File: config.mk
export PLATFORM = sky130hd
export DESIGN_NAME = irqvec_node
export DESIGN_NICKNAME = d
export VERILOG_FILES = /design/src/rtl/irqvec_pkg.sv /design/src/rtl/irqvec_dpath.sv /design/src/rtl/irqvec_ctrl.sv /design/src/rtl/irqvec_node.sv
export SDC_FILE = /design/constraint.sdc
export NUM_CORES = 1
export LEC_CHECK = 0
export BUFFER_PORTS_ARGS = -buffer_cell sky130_fd_sc_hd__buf_2
export CAP_MARGIN = 40
export CORE_UTILIZATION = 41
export CTS_CLUSTER_SIZE = 12
export DETAILED_ROUTE_END_ITERATION = 8
export PLACE_DENSITY = 0.83
export SLEW_MARGIN = 25
export SYNTH_ARGS = -nofsm -noshare
export SYNTH_HDL_FRONTEND = slang
export SYNTH_SLANG_ARGS = --single-unit
File: constraint.sdc
create_clock -name clk -period 1.1 [get_ports clk]
set_input_delay 0.11 -clock clk [delete_from_list [all_inputs] [get_ports clk]]
set_output_delay 0.11 -clock clk [all_outputs]
set_load 0.03 [all_outputs]
File: src/rtl/irqvec_pkg.sv
package irqvec_pkg;
  // strobes from control to datapath
  typedef struct packed {
    logic loadVec;
    logic driveBus;
  } irqStrobes_t;

  // opcode decode from datapath to control
  typedef struct packed {
    logic opPrefix;
    logic opReturn;
  } irqSnoop_t;
endpackage

File: src/rtl/irqvec_dpath.sv
module irqvec_dpath
  import irqvec_pkg::*;
#(
  parameter int DATA_W = 8,
  parameter logic [DATA_W-1:0] RET_PREFIX = 8'hED,
  parameter logic [DATA_W-1:0] RET_CODE = 8'h4D
) (
  input  logic              clk,
  input  logic              rstN,
  input  irqStrobes_t       strobes,
  input  logic [DATA_W-1:0] regWrData,
  input  logic [DATA_W-1:0] dataIn,
  output irqSnoop_t         snoop,
  output logic [DATA_W-1:0] dataOut
);
  localparam int VEC_W = DATA_W - 1;

  // only the upper bits are stored; bit 0 is always zero
  logic [VEC_W-1:0] vecHigh;

  always_ff @(posedge clk or negedge rstN) begin
    if (!rstN)                vecHigh <= '0;
    else if (strobes.loadVec) vecHigh <= regWrData[DATA_W-1:1];
  end

  always_comb begin
    dataOut = strobes.driveBus ? {vecHigh, 1'b0} : '0;
    snoop.opPrefix = (dataIn == RET_PREFIX);
    snoop.opReturn = (dataIn == RET_CODE);
  end
endmodule

File: src/rtl/irqvec_ctrl.sv
module irqvec_ctrl
  import irqvec_pkg::*;
(
  input  logic        clk,
  input  logic        rstN,
  input  logic        regWrEn,
  input  logic        eventIn,
  input  logic        m1N,
  input  logic        iorqN,
  input  logic        rdN,
  input  logic        enIn,
  input  irqSnoop_t   snoop,
  output irqStrobes_t strobes,
  output logic        enOut,
  output logic        intReqN,
  output logic        dataOe
);
  logic eventPrev, m1Prev;
  logic pending, inService, wonAck, prefixSeen;
  logic ackCycle, evRise, ackDone, m1Start, opFetch, retSeen;

  always_comb begin
    ackCycle = !m1N && !iorqN;
    evRise   = eventIn && !eventPrev;
    ackDone  = wonAck && !ackCycle;
    m1Start  = !m1N && m1Prev;
    opFetch  = iorqN && !rdN;
    retSeen  = m1Start && opFetch && prefixSeen && snoop.opReturn;
    dataOe   = ackCycle && enIn && pending;
    intReqN  = !pending;
    enOut    = enIn && !pending && !inService;
    strobes.loadVec  = regWrEn;
    strobes.driveBus = dataOe;
  end

  always_ff @(posedge clk or negedge rstN) begin
    if (!rstN) begin
      eventPrev  <= 1'b0;
      m1Prev     <= 1'b1;
      pending    <= 1'b0;
      inService  <= 1'b0;
      wonAck     <= 1'b0;
      prefixSeen <= 1'b0;
    end else begin
      eventPrev <= eventIn;
      m1Prev    <= m1N;
      // a fresh event wins over the acknowledge clearing pending
      if (evRise)       pending <= 1'b1;
      else if (ackDone) pending <= 1'b0;
      if (ackDone)                 inService <= 1'b1;
      else if (retSeen && enIn)    inService <= 1'b0;
      if (dataOe)         wonAck <= 1'b1;
      else if (!ackCycle) wonAck <= 1'b0;
      if (m1Start) prefixSeen <= opFetch && snoop.opPrefix;
    end
  end
endmodule

File: src/rtl/irqvec_node.sv
module irqvec_node
  import irqvec_pkg::*;
#(
  parameter int DATA_W = 8
) (
  input  logic              clk,
  input  logic              rstN,
  input  logic              regWrEn,
  input  logic [DATA_W-1:0] regWrData,
  input  logic              eventIn,
  input  logic              m1N,
  input  logic              iorqN,
  input  logic              rdN,
  input  logic [DATA_W-1:0] dataIn,
  input  logic              enIn,
  output logic              enOut,
  output logic              intReqN,
  output logic              dataOe,
  output logic [DATA_W-1:0] dataOut
);
  irqStrobes_t strobes;
  irqSnoop_t   snoop;

  irqvec_ctrl u_ctrl (
    .clk(clk), .rstN(rstN), .regWrEn(regWrEn), .eventIn(eventIn),
    .m1N(m1N), .iorqN(iorqN), .rdN(rdN), .enIn(enIn), .snoop(snoop),
    .strobes(strobes), .enOut(enOut), .intReqN(intReqN), .dataOe(dataOe)
  );

  irqvec_dpath #(.DATA_W(DATA_W)) u_dpath (
    .clk(clk), .rstN(rstN), .strobes(strobes), .regWrData(regWrData),
    .dataIn(dataIn), .snoop(snoop), .dataOut(dataOut)
  );
endmodule

* Word-level counts from Yosys, hierarchy flattened
Cells that the tools add are included.
Operators by class: reduce and logical (&&, ||, !) cells 23, equal/unequal tests 3, muxes and demuxes 7
Operators by type and width (number):
- $logic_and 1x1->1 | 14
- $eq 8x7->1 const B | 1
- $eq 8x8->1 const B | 1
- $mux 8 | 1
- $logic_not 1->1 | 7
- $mux 1 | 6
- $reduce_bool 2->1 | 2
- $ne 2x2->1 const B | 1
Word-level totals: bits of input ports 24, register bits 13, logic and storage cells 40, output and inout port bits 11

* Depth between registers and ports, before layout
word-level depth 8, depth in mapped cells 3, gate-level depth less buffers 3

* Modules after synthesis
From an unflattened synthesis, not the netlist that was laid out.
Second synthesis, totals: cells, all modules 52, area, all modules 644.4 µm²
By module, submodules not included:
- irqvec_dpath | sequential area each 175.2 µm², cells each 29, instances 1, area each 386.6 µm²
- irqvec_ctrl | sequential area each 151.4 µm², cells each 23, instances 1, area each 257.7 µm²

* Least setup slack after synthesis
Ideal clock, no wire load.
path type reg2out, start register u_ctrl.pending, end output port dataOut[1], buffers on the path 0, data required time 0.990 ns, stages on the path, launching flop included 4, data arrival time 1.169 ns, path slack -0.179 ns, cell sequence dfrtp_1 -> nand2_1 -> nor3_4 -> and2_1
Between the ends: cells in the longest elaborated chain, start to end 2
RTL lines:
- from (decl) | RTL line irqvec_ctrl.sv:19 | logic pending, inService, wonAck, prefixSeen;
- from (signal assigned) | RTL line irqvec_ctrl.sv:40 | pending <= 1'b0;
- from (signal assigned) | RTL line irqvec_ctrl.sv:48 | if (evRise) pending <= 1'b1;
- from (signal assigned) | RTL line irqvec_ctrl.sv:49 | else if (ackDone) pending <= 1'b0;
- $logic_and 1x1->1 | RTL line irqvec_ctrl.sv:29 | dataOe = ackCycle && enIn && pending;
- named net dataOe | RTL line irqvec_node.sv:18 | output logic dataOe,
- $mux 8 | RTL line irqvec_dpath.sv:27 | dataOut = strobes.driveBus ? {vecHigh, 1'b0} : '0;
- to (decl) | RTL line irqvec_node.sv:19 | output logic [DATA_W-1:0] dataOut
The timed path passes the listed nets, and every way through them passes these cells.

* Worst setup path in the final report
start register u_ctrl.pending, end output port dataOut[5]
Between the ends: cells in the longest elaborated chain, start to end 2
RTL lines (RTL line):
- $logic_and 1x1->1 | irqvec_ctrl.sv:29
- $mux 8 | irqvec_dpath.sv:27
No other way between the ends.

==> results.py <==
metrics = {
    "outcome": {
        "status": "finished with violations",
        "violations": "hold timing, setup timing",
    },
    "hold_path": {
        "hold_path_startpoint": "m1N",
        "hold_path.class": "primary input to flip-flop",
        "hold_depth": 1,
        "min_to": "u_ctrl.m1Prev",
    },
    "setup_path": {
        "r2r_cells": 3,
        "reg2reg_from": "u_ctrl.m1Prev",
        "crit_required_ns": 0.99,
        "r2r_end": "u_ctrl.prefixSeen",
        "worstPathMaxFanout": 8,
        "start_kind": "flip-flop",
        "critical_path_class": "flip-flop to output pin",
        "r2r_slack_ns": 0.06,
        "end_kind": "output pin",
        "cpLargestDelayFamily": "flip-flops",
        "crit_slowest_cell": "dfrtp_1",
        "cp_num_buf_inv": 2,
        "worstPathCellList": "nand2_2 > nor3_4 > buf_6 > and2_4 > buf_6",
        "cp_common_cell": "buf_6",
        "slowest_delay_ns": 0.38,
        "arrival_ns": 1.25,
    },
    "cts": {
        "cts_max_path_buffers": 2,
        "clkSinkCount": 13,
        "clkTransAtPathRegs_ns": 0.08,
        "htreeDepth": 1,
        "clock_latency_ns": 0.27,
        "hold_buffers": 2,
        "cts_tree": "built",
        "cts_made_buffers": 3,
        "root_buffer": "clkbuf_4",
    },
    "power_and_ir_drop": {
        "p_per_area_nw_per_um2": 1133,
        "power_switching_mw": 0.2747,
        "switching_share_pct": 26.23,
        "p_clk_share_pct": 27.6,
        "cellInternalPower_mw": 0.7725,
        "pwr-share-seq_pct": 50.9,
        "power_frac_comb_pct": 21.5,
        "p_leak_nw": 0.4583,
        "peakVddDrop_mv": 0.7250,
    },
    "detailed_routing": {
        "wl_mm": 1.295,
        "wl_per_cell_um": 12.57,
        "drt_iter0_markers": 3,
        "viasPerCell": 4.825,
        "num_vias": 497,
        "drc": 0,
        "dr.pass1.iters": 2,
        "ant_nets": 0,
    },
    "timing": {
        "maxSlewViolCount": 0,
        "hold_viol": 1,
        "timing.final.ws_setup_ns": -0.2625,
        "finalCritPeriodShare_pct": 123.9,
        "min_period_ns": 1.363,
        "rsz0062_at_grt": "yes",
        "setup_viol": 10,
        "holdWs_ns": -0.01664,
        "fmax_mhz": 733.9,
        "fin_setup_tns_ns": -2.252,
        "finClkSkew_ns": 0.004366,
    },
    "floorplan": {
        "core_region_area_um2": 1318,
        "pin_count": 35,
        "initial_utilization_pct": 44.92,
        "row_count": 13,
        "die_h_um": 39.99,
        "die_x_um": 39.99,
        "dieArea_um2": 1599,
    },
    "layout": {
        "final-seq-area_um2": 326.6,
        "n_fill_cell": 101,
        "multi_input_area_um2": 272.8,
        "n_antenna_cell": 0,
        "area_delta_synth_final_pct": 56.24,
        "final_layout_size_suffix_gt1_share_pct": 67.05,
        "nNetsFinal": 113,
        "finalNonFillerCells": 103,
    },
    "synth": {
        "synth_top_family_by_area": "simple AND/OR/NAND/NOR gates",
        "synth_compound_area_share_pct": 5.285,
        "synth_cells": 49,
        "avgSynthCellArea_um2": 12.08,
        "synth_top_area_share_pct": 50.74,
        "synthMuxAreaShare_pct": 13.32,
        "ys.flop_type": "dfrtp_1",
        "seq_area_frac_synth_pct": 55.18,
        "synth_area_um2": 591.8,
        "synth_top_cell_by_area": "dfrtp_1",
        "yosys.area_share.simple_pct": 21.56,
        "synth.most_common_cell": "dfrtp_1",
        "synth-xor-area-share_pct": 0,
        "netlist_top_cells_count": "12 x dfrtp_1, 7 x and2_1, 7 x mux2_2",
        "yosys.cell_types.count": 20,
        "synth-seq-cells": 13,
        "synth_edf_count": 0,
        "ys_top_cells_by_area": "dfrtp_1 51%, mux2_2 13%, and2_1 7.4%",
        "synthAdderAreaFrac_pct": 0,
        "yosys_warnings": 0,
        "synth.net_count": 73,
        "async_reset_ff_share_pct": 100.0,
    },
    "global_route": {
        "grt_pass1_vias": 413,
        "grt.total_usage_pct": 17.71,
        "antenna_found_initial": 0,
        "overflow": 0,
        "grt_pass1_wl_mm": 1.759,
        "grt_max_degree": 14,
    },
    "place": {
        "gp_congestion": 0.6980,
        "port_buffers": 32,
        "dpl.cell_count": 95,
    },
    "run": {
        "max-cap-violations": 0,
    },
}
worst register-to-register path: stages (launching register included):
cell,delay [ns]
dfstp_2,0.52
nand2b_1,0.09
nor3_1,0.19
a32o_2,0.18
area by class of cell:
cell class	instances	share of cell area [%]
Clock buffer	4	2.842
Inverter	3	1.218
Multi-Input combinational cell	31	29.50
Sequential cell	13	35.32
Tap cell	15	2.030
Timing Repair Buffer	37	29.09
logic make-up after synthesis:
kind of cell / count (synthesis)
multiplexers: 7
other: 1
flip-flops: 13
buffers and inverters: 5
AND/OR/NAND/NOR: 18
AO/OA/AOI/OAI: 5
per-stage QoR:
step           cell area [µm²]  total power [mW]  setup WS (ns)  util [%]
4_1_cts                  910.9             1.053        -0.2762     69.14
2_1_floorplan            600.6            0.6397        -0.1268         -
3_5_place_dp             774.5            0.7220       -0.04728     58.78
6_report                 924.6             1.047        -0.2625     70.18
3_3_place_gp             774.5            0.7155       -0.02103     58.78
5_1_grt                  924.6             1.097        -0.3267     70.18
layout by cell type, fill, tap and decap left out, types with 2 or more instances in the layout:
| cell type | n |
|---|---|
| and2_4 | 7 |
| buf_2 | 22 |
| buf_4 | 2 |
| buf_6 | 11 |
| clkbuf_4 | 3 |
| dfrtp_1 | 12 |
| dlygate4sd3_1 | 2 |
| inv_1 | 2 |
| mux2_2 | 7 |
| nand4bb_1 | 2 |
| nor3_1 | 2 |
| o21ai_0 | 2 |
sequential cells by signal, summed over array words and instances (netlist names):
name	cells
u_dpath.vecHigh	7
u_ctrl.eventPrev	1
u_ctrl.inService	1
u_ctrl.m1Prev	1
u_ctrl.pending	1
u_ctrl.prefixSeen	1
u_ctrl.wonAck	1
what timing repair did:
item,4_1_cts,5_1_grt
hold endpoints to repair,15,1
endpoints found under the setup margin,11,11
pin swaps,9,4
buffers inserted,1,1
resized for setup,30,3
worst max-delay path by stage:
stage	cells past startpoint	slack, ns	to	from
floorplan	3	-0.13	dataOut[1]	u_ctrl.pending
global placement	4	-0.02	dataOut[3]	u_ctrl.pending
detailed placement	4	-0.05	dataOut[3]	u_ctrl.pending
CTS	5	-0.28	dataOut[3]	u_ctrl.pending
global route	5	-0.33	dataOut[5]	u_ctrl.pending
finish	5	-0.26	dataOut[5]	u_ctrl.pending
power by group through the flow:
stage,clock (mW),sequential [mW],combinational (mW)
after floorplan,0,0.537,0.103
after global placement,0,0.537,0.178
after detailed placement,0,0.539,0.183
after CTS,0.300,0.533,0.220
after global routing,0.318,0.538,0.241
final,0.289,0.533,0.225
routing by layer:
layer | part of all wire (%) | GRT usage [%] | wire length [µm]
met5 | 0 | 0 | 0
met4 | 3.6 | 13.79 | 46
met3 | 3.3 | 5.000 | 43
met2 | 52 | 27.82 | 676
met1 | 41 | 20.07 | 529
No activity file was read; power rests on OpenSTA's default activity.
